--- src/rtl/clk_stop_gate.sv ---
`timescale 1ns/1ps
module clk_stop_gate #(
  parameter int MIN_RUN     = 100,
  parameter int SYNC_STAGES = 2
) (
  input  logic clk_in,
  input  logic rst_n,
  input  logic stop_req_n,
  input  logic pwrdn_n,
  output logic clk_out,
  output logic running
);
  localparam int CNT_W = $clog2(MIN_RUN + 1);
  localparam logic [CNT_W-1:0] LAST = CNT_W'(MIN_RUN - 1);

  logic [SYNC_STAGES-1:0] sync_q;
  logic                   en_q;
  logic [CNT_W-1:0]       run_cnt;

  wire stop_seen   = ~sync_q[SYNC_STAGES-1];
  wire window_done = (run_cnt >= LAST);
  wire en_d        = pwrdn_n & (en_q ? ~(stop_seen & window_done) : ~stop_seen);

  always_ff @(negedge clk_in or negedge rst_n) begin
    if (!rst_n) begin
      sync_q  <= '0;
      en_q    <= 1'b0;
      run_cnt <= '0;
    end else begin
      sync_q <= SYNC_STAGES'({sync_q, stop_req_n});
      en_q   <= en_d;
      if (!en_q)
        run_cnt <= '0;
      else if (!window_done)
        run_cnt <= run_cnt + 1'b1;
    end
  end

  assign clk_out = clk_in & en_q;
  assign running = en_q;
endmodule


--- config.mk ---
export PLATFORM = sky130hd
export DESIGN_NAME = clk_stop_gate
export DESIGN_NICKNAME = d
export VERILOG_FILES = /design/src/rtl/clk_stop_gate.sv
export SDC_FILE = /design/constraint.sdc
export NUM_CORES = 1
export LEC_CHECK = 0
export BUFFER_PORTS_ARGS = -buffer_cell sky130_fd_sc_hd__buf_2
export CORE_UTILIZATION = 35
export CTS_BUF_LIST = sky130_fd_sc_hd__clkbuf_2 sky130_fd_sc_hd__clkbuf_4 sky130_fd_sc_hd__clkbuf_8
export DETAILED_ROUTE_END_ITERATION = 10
export SLEW_MARGIN = 20
export SYNTH_ARGS = -nofsm -noshare
export SYNTH_HDL_FRONTEND = slang
export SYNTH_SLANG_ARGS = --single-unit
--- constraint.sdc ---
create_clock -name clk_in -period 2.3 [get_ports clk_in]
set_input_delay 0.345 -clock clk_in [delete_from_list [all_inputs] [get_ports clk_in]]
set_output_delay 0.345 -clock clk_in [all_outputs]
set_load 0.01 [all_outputs]
# Word level (Yosys, flattened, before mapping)
# Index checks and enable logic that the tools add are counted.
[totals]
ff_bits = 10
inputBits = 4
output_inout_bits = 2
wordCells = 14
[classes]
addsub = 1
order_cmp = 1
n_eq_ne = 1
mux = 3
n_bitwise = 5
[op_table]
columns = ["cell", "count"]
rows = [
  ["$mux W7", 2],
  ["$add A7 B1 Y7 const B", 1],
  ["$ge A7 B7 Y1 const B", 1],
  ["$and A1 B1 Y1", 3],
  ["$ne A2 B2 Y1 const B", 1],
  ["$not A1 Y1", 2],
  ["$mux W1", 1],
]

# Depth between registers and ports, before layout
# Gate-level depths: netlist of the first run.
[logic_depth]
ltp_word = 5
depth_mapped = 4

==> results.toml, run 1 <==
[clocking]
hold_buffers = 0
clock_latency_ns = 0.39
cts_tree = "done"
cts.clk_slew.worst_paths_ns = 0.05
ctsResizeCount = 0

[floorplan]
boundaryPins = 6
die-height_um = 38.6
start_util_pct = 40.1
die_w_um = 38.6
placementRows = 12
fp.coreArea_mm2 = 0.00117
die_area_mm2 = 0.00149

[worst_setup_path]
required_ns = 1.96
arrival_ns = 2.23
critPathMaxFanout = 3
crit_type = "flop to output port"
cp-end-kind = "output port"
start_kind = "flop"

[synth]
synthDistinctLibCells = 22
ys_top_cells_by_area = "dfrtn_1 (53%), mux2i_1 (4.3%), a211oi_1 (3.2%)"
syn_area_per_cell_um2 = 10.9
synth_area_um2 = 469
ys.warnings.count = 0
synth_flop_cell = "dfrtn_1"
ys_seq_area_share_pct = 53.3
ys_seq_elements = 10
yosysMostFrequentCell = "dfrtn_1"
synthArstFlopShare_pct = 100
syn_inst = 43
synth_area_leader_cell = "dfrtn_1"
synthesis.nets = 48
synth_edf_count = 0
synth_top_area_share_pct = 53.3
yosys-top-cells-count = "dfrtn_1 (10), nand2_1 (4), nor2_1 (3)"

[global_route]
grt_pass1_wl_um = 1590
overflow = 0
grt_max_degree = 11
grt_antenna_before_repair = 0
grt_pass1_vias = 379
track_usage_pct = 18.6

[flow_run]
max_cap_violations = 0

[detailed_routing]
finalWirelength_um = 1030
drc = 0
first_pass_iters = 4
drt_iter0_drc = 22
wl_per_cell_um = 14.5
via_count = 409
viasPerCell = 5.76
antenna_left = 0

[sta]
relSlewSlack_pct = 65.3
finalMaxSlewViolations = 0
setup_ws_ns = -0.273
hold_viol = 0
rsz0062_at_grt = "yes"
tightest_slew_ns = 0.516
setup_violations = 3
finalClockSkew_ns = 0.00106

[min_path]
hold_class = "flop to flop"

[finish]
stdcell_area_um2 = 586
syn_to_final_growth_pct = 24.8
nNetsFinal = 63
antenna_cells = 0
layout-drive-gt1-share_pct = 28.1

[pwr]
p_total_mw = 0.460
ir_drop_v = 0.000405
leakagePower_nw = 0.280
p_per_area_mw_per_mm2 = 786

[placement]
pre_cts_slack_ns = 0.108
gp_congestion = 0.860
port_buffers = 5
dpl_cell_area_um2 = 519
dp_hpwl_um = 647

[status]
violations = "setup timing"
status = "finished with violations"
through the flow:
stage               cells  hold slack [ns]  utilization (%)  TNS, ns
finish                 71            0.303             50.0   -0.453
global route           71            0.309             50.0   -0.576
CTS                    71            0.302             50.0   -0.475
detailed placement     63            0.299             44.3        0
global placement       63            0.301             44.3        0
floorplan              43            0.292                -        0
state kept, by name, summed over array words and instances (netlist names):
name     count
run_cnt      7
sync_q       2
running      1
path summary, 6_finish.rpt:
path                                 start          to  slack, ns  depth (start not counted)
worst max register to register  run_cnt[0]  run_cnt[0]       0.73                          4
worst min-delay path             sync_q[0]   sync_q[1]       0.30                          0
max in group asynchronous            rst_n  run_cnt[3]       1.24                          1
worst min register to register   sync_q[0]   sync_q[1]       0.30                          0
min in group asynchronous            rst_n  run_cnt[4]       0.84                          1
worst max-delay path               running     clk_out      -0.27                          2
cells in the final DEF, fill, tap and decap left out, types with 3 or more instances in the layout:
cell and n:
buf_2 5, clkbuf_4 6, dfrtn_1 10, nand2_1 4, nor2_1 3
cell type report:
cell class                 count  area, µm²
clock buffer                   8       63.8
fill                         114        586
inverter                       1       3.75
multi-input combinational     32        215
sequential                    10        250
tap                           14       17.5
timing repair buffer           6       35.0
where the power goes:
| part | internal [mW] | switching [mW] |
|---|---|---|
| Clock | 0.161 | 0.0836 |
| Combinational | 0.0107 | 0.0147 |
| Sequential | 0.183 | 0.00718 |
| Total | 0.355 | 0.105 |
worst max-delay path, stage by stage, from the launching register on:
cell and delay (ns):
dfrtn_1 0.44, and2_1 0.13, buf_2 0.12
routing by layer:
metal	share of wire (%)	up-vias	global-route usage, %
li1	-	188	-
met1	43	195	18.5
met2	47	18	22.9
met3	6.4	8	14.5
met4	3.5	0	19.0
met5	0	-	0
kinds of logic after synthesis:
kind of cell	share of synthesized area (%)
xor+xnor	1.87
flops	53.3
mux	4.27
compound gates	15.5
simple gates	21.6
fa+ha+maj	2.67
buf+inv	0.799
timing repair:
| item | 4_1_cts | 5_1_grt |
|---|---|---|
| pin swaps | 0 | 0 |
| buffers inserted | 1 | 0 |
| setup endpoints to repair | 3 | 3 |
(Power assumes the default switching activity.)
==> run 2: changes to the inputs <==
--- a/config.mk
+++ b/config.mk
@@ -6,10 +6,12 @@
 export NUM_CORES = 1
 export LEC_CHECK = 0
 export BUFFER_PORTS_ARGS = -buffer_cell sky130_fd_sc_hd__buf_2
-export CORE_UTILIZATION = 35
+export CORE_AREA = 2 2 39 41
 export CTS_BUF_LIST = sky130_fd_sc_hd__clkbuf_2 sky130_fd_sc_hd__clkbuf_4 sky130_fd_sc_hd__clkbuf_8
 export DETAILED_ROUTE_END_ITERATION = 10
+export DIE_AREA = 0 0 41 43
 export SLEW_MARGIN = 20
 export SYNTH_ARGS = -nofsm -noshare
 export SYNTH_HDL_FRONTEND = slang
 export SYNTH_SLANG_ARGS = --single-unit
+export TNS_END_PERCENT = 20
==> constraint.sdc (replaced) <==
create_clock -name clk_in -period 3.32 [get_ports clk_in]
set_input_delay 0.498 -clock clk_in [delete_from_list [all_inputs] [get_ports clk_in]]
set_output_delay 0.498 -clock clk_in [all_outputs]
set_load 0.01 [all_outputs]
==> run 2 against run 1 <==
  * The flow now finishes without violations
  * Highest routed layer unchanged
  * Clock skew increased by 0.0037 ns
  * Die area increased by 18%
  * Via count decreased by 11%
  * Sequential share of layout area decreased by 0.18 points
  * Critical path depth unchanged
==> results.toml, run 2 (synthesized netlist as in run 1, its figures left out) <==
[status]
status = "finished, final reports clean"

[detailed_routing]
drc = 0
via_count = 366
drt_iter0_drc = 9
first_pass_iters = 2
wl_per_cell_um = 12.2
viasPerCell = 5.01
antenna_left = 0
finalWirelength_um = 894

[worst_setup_path]
r2r_cells = 4
critPathMaxFanout = 5
crit_slowest_cell = "dfrtn_1"
required_ns = 2.82
reg2reg_from = "run_cnt[0]"
arrival_ns = 2.78
start_kind = "flop"
regToRegSetupSlack_ns = 1.76
critical_path.cell_chain = "and2_1, buf_2"
r2r_end = "run_cnt[1]"
crit_buf_inv = 1
cp_top_family = "flip-flops"
max_stage_delay_ns = 0.46
cp-end-kind = "output port"
crit_type = "flop to output port"

[global_route]
grt_max_degree = 11
grt_antenna_before_repair = 0
grt_pass1_vias = 376
grt_pass1_wl_um = 1500
overflow = 0
track_usage_pct = 14.8

[finish]
largest_reg_flops = 7
final_util_pct = 42.5
syn_to_final_growth_pct = 25.3
layout-drive-gt1-share_pct = 28.1
stdcell_area_um2 = 588
regMostFlops = "run_cnt"
nNetsFinal = 63
antenna_cells = 0
final_cell_mix = "dfrtn_1 (10), clkbuf_4 (6), buf_2 (5)"
final_common_cell = "dfrtn_1"
final_cells = 73

[floorplan]
start_util_pct = 33.9
fp.coreArea_mm2 = 0.00138
die_w_um = 41
die_area_mm2 = 0.00176
die-height_um = 43
placementRows = 14
boundaryPins = 6

[clocking]
ctsResizeCount = 0
cts_tree = "done"
clock_latency_ns = 0.39
hold_buffers = 0
cts.clk_slew.worst_paths_ns = 0.05

[placement]
port_buffers = 5
pre_cts_slack_ns = 0.389
dp_hpwl_um = 611
post-place-cells = 64
gp_congestion = 0.836
dpl_cell_area_um2 = 514

[sta]
finalClockSkew_ns = 0.00475
rsz0062_at_grt = "yes"
hold_viol = 0
relSlewSlack_pct = 68.4
setup_violations = 0
tightest_slew_ns = 0.469
setup_ws_ns = 0.0424
finalMaxSlewViolations = 0
tns_ns = 0

[pwr]
p_per_area_mw_per_mm2 = 547
ir_drop_v = 0.000286
leakagePower_nw = 0.280

[min_path]
hold_end = "sync_q[1]"
hold_depth = 0
hp-start = "sync_q[0]"
hold_class = "flop to flop"

[flow_run]
max_cap_violations = 0
==> run 2: repair_timing <==
item | 4_1_cts | 5_1_grt
pin swaps | 0 | 1
setup buffers | 2 | 0
cloned | 0 | 0
endpoints found under the setup margin | 2 | 2
==> run 2: worst max-delay path by stage <==
stage | from | end | slack, ns | cells after the start
after floorplan | running | clk_out | 0.44 | 1
after global placement | running | clk_out | 0.43 | 2
after detailed placement | running | clk_out | 0.39 | 2
after CTS | running | clk_out | 0.03 | 2
after global routing | running | clk_out | -0.01 | 2
final | running | clk_out | 0.04 | 2
==> run 2: report_power, final <==
group,switching [mW],internal [mW]
clock network,0.0620,0.112
registers,0.00517,0.127
logic,0.00888,0.00734
total,0.0760,0.246
==> run 2: metrics by stage <==
stage | hold WS (ns) | total power, mW
global route | 0.306 | 0.340
global placement | 0.293 | 0.158
floorplan | 0.292 | 0.147
CTS | 0.305 | 0.327
detailed placement | 0.305 | 0.158
finish | 0.302 | 0.322
==> run 2: cell type report <==
type	instances	area (µm²)
Fill cell	133	796
Clock buffer	8	63.8
Timing Repair Buffer	6	35.0
Inverter	1	3.75
Tap cell	16	20.0
Sequential cell	10	250
Multi-Input combinational cell	32	215
==> run 2: metal layers <==
layer  routed length, µm  GRT usage [%]  vias up
li1                    -              -      187
met1                 435           15.5      169
met2                 389           15.0        8
met3                  49           13.1        2
met4                  20           17.3        0
met5                   0              0        -
==> run 3: changes to the inputs <==
==> constraint.sdc (replaced) <==
create_clock -name clk_in -period 3.32 [get_ports clk_in]
set_input_delay 0.332 -clock clk_in [delete_from_list [all_inputs] [get_ports clk_in]]
set_output_delay 0.332 -clock clk_in [all_outputs]
set_load 0.01 [all_outputs]
==> run 3 against run 2 <==
  * Routed wire length decreased by 0.89%
  * Cell count down 2.7%
  * Power fell by 0.67%
  * Core utilization down 1.1 points
  * Final area is 2.6% lower
  * First-iteration DRC count decreased by 11%
  * Setup slack better by 0.081 ns
  * Clock-buffer cell count unchanged
  * Critical path depth stayed put
  * Combinational power fell by 19%
  * Largest power group unchanged
  * Highest routed layer unchanged
==> results.toml, run 3 (synthesized netlist as in run 1, its figures left out) <==
[floorplan]
start_util_pct = 33.9
die-height_um = 43
fp.coreArea_mm2 = 0.00138
die_w_um = 41
placementRows = 14
die_area_mm2 = 0.00176
boundaryPins = 6

[global_route]
grt_max_degree = 11
track_usage_pct = 14.3
overflow = 0
grt_antenna_before_repair = 0
grt_pass1_vias = 354
grt_pass1_wl_um = 1440

[pwr]
ir_drop_v = 0.000287
leakagePower_nw = 0.270
p_per_area_mw_per_mm2 = 557

[detailed_routing]
viasPerCell = 5.00
drc = 0
first_pass_iters = 2
drt_iter0_drc = 8
antenna_left = 0
via_count = 355
finalWirelength_um = 886
wl_per_cell_um = 12.5

[worst_setup_path]
cp-end-kind = "output port"
critPathMaxFanout = 8
regToRegSetupSlack_ns = 1.75
critical_path.cell_chain = "and2_1, buf_2"
crit_type = "flop to output port"
r2r_cells = 4
max_stage_delay_ns = 0.52
arrival_ns = 2.86
reg2reg_from = "run_cnt[0]"
start_kind = "flop"
crit_slowest_cell = "dfrtn_1"
worstSetupStartpoint = "running"
required_ns = 2.99
r2r_end = "run_cnt[1]"

[finish]
regMostFlops = "run_cnt"
antenna_cells = 0
stdcell_area_um2 = 573
final_cell_mix = "dfrtn_1 (10), clkbuf_4 (6), buf_2 (5)"
num-fill-cells = 134
syn_to_final_growth_pct = 22.1
layout-drive-gt1-share_pct = 25.5
final_common_cell = "dfrtn_1"
nNetsFinal = 61
largest_reg_flops = 7
final_util_pct = 41.4

[sta]
finalMaxSlewViolations = 0
setup_violations = 0
rsz0062_at_grt = "no"
finalClockSkew_ns = 0.00477
tightest_slew_ns = 0.478
tns_ns = 0
relSlewSlack_pct = 67.8
hold_viol = 0

[min_path]
hp-start = "sync_q[0]"
hold_end = "sync_q[1]"
hold_depth = 0
hold_class = "flop to flop"

[placement]
gp_congestion = 0.836
port_buffers = 5
dpl_cell_area_um2 = 514
dp_hpwl_um = 610

[clocking]
ctsResizeCount = 0
cts.clk_slew.worst_paths_ns = 0.05
hold_buffers = 0
cts_tree = "done"
post_cts_buffers = 0
clock_latency_ns = 0.39

[status]
status = "finished, final reports clean"

[flow_run]
max_cap_violations = 0
-- run 3: report_power, final --
part / switching, mW / internal, mW
registers: 0.00587 / 0.127
logic: 0.00779 / 0.00538
clock network: 0.0621 / 0.112
-- run 3: how the worst max path moves through the flow --
stage	depth (start not counted)	slack [ns]	end
floorplan	1	0.61	clk_out
global placement	2	0.59	clk_out
detailed placement	2	0.55	clk_out
CTS	2	0.10	clk_out
global route	2	0.06	clk_out
finish	2	0.12	clk_out
-- run 3: worst max-delay path: cells and delay by family, from the launching register on --
kind,cells,cell delay [ns]
AND/OR/NAND/NOR,1,0.16
buffers and inverters,1,0.12
flip-flops,1,0.52
-- run 3: routing by layer --
metal / vias to the layer above / GRT usage (%) / share of wire (%)
li1: 184 / - / -
met1: 161 / 14.9 / 50
met2: 8 / 14.1 / 42
met3: 2 / 13.1 / 5.8
met4: 0 / 17.3 / 2.3
met5: - / 0 / 0
-- run 3: through the flow --
stage | worst slack (ns) | total power [mW] | hold slack, ns | std cells
floorplan | 0.610 | 0.147 | 0.292 | 43
global placement | 0.593 | 0.158 | 0.294 | 64
detailed placement | 0.553 | 0.158 | 0.305 | 64
CTS | 0.104 | 0.324 | 0.305 | 71
global route | 0.0550 | 0.339 | 0.306 | 71
finish | 0.123 | 0.319 | 0.302 | 71
-- run 3: area by class of cell --
class                   instances  area (µm²)  area share [%]
inverters                       1        3.75           0.655
clock buffers                   8        63.8            11.1
flip-flops and latches         10         250            43.7
repair buffers                  4        20.0            3.49
multi-input cells              32         215            37.6
well taps                      16        20.0            3.49
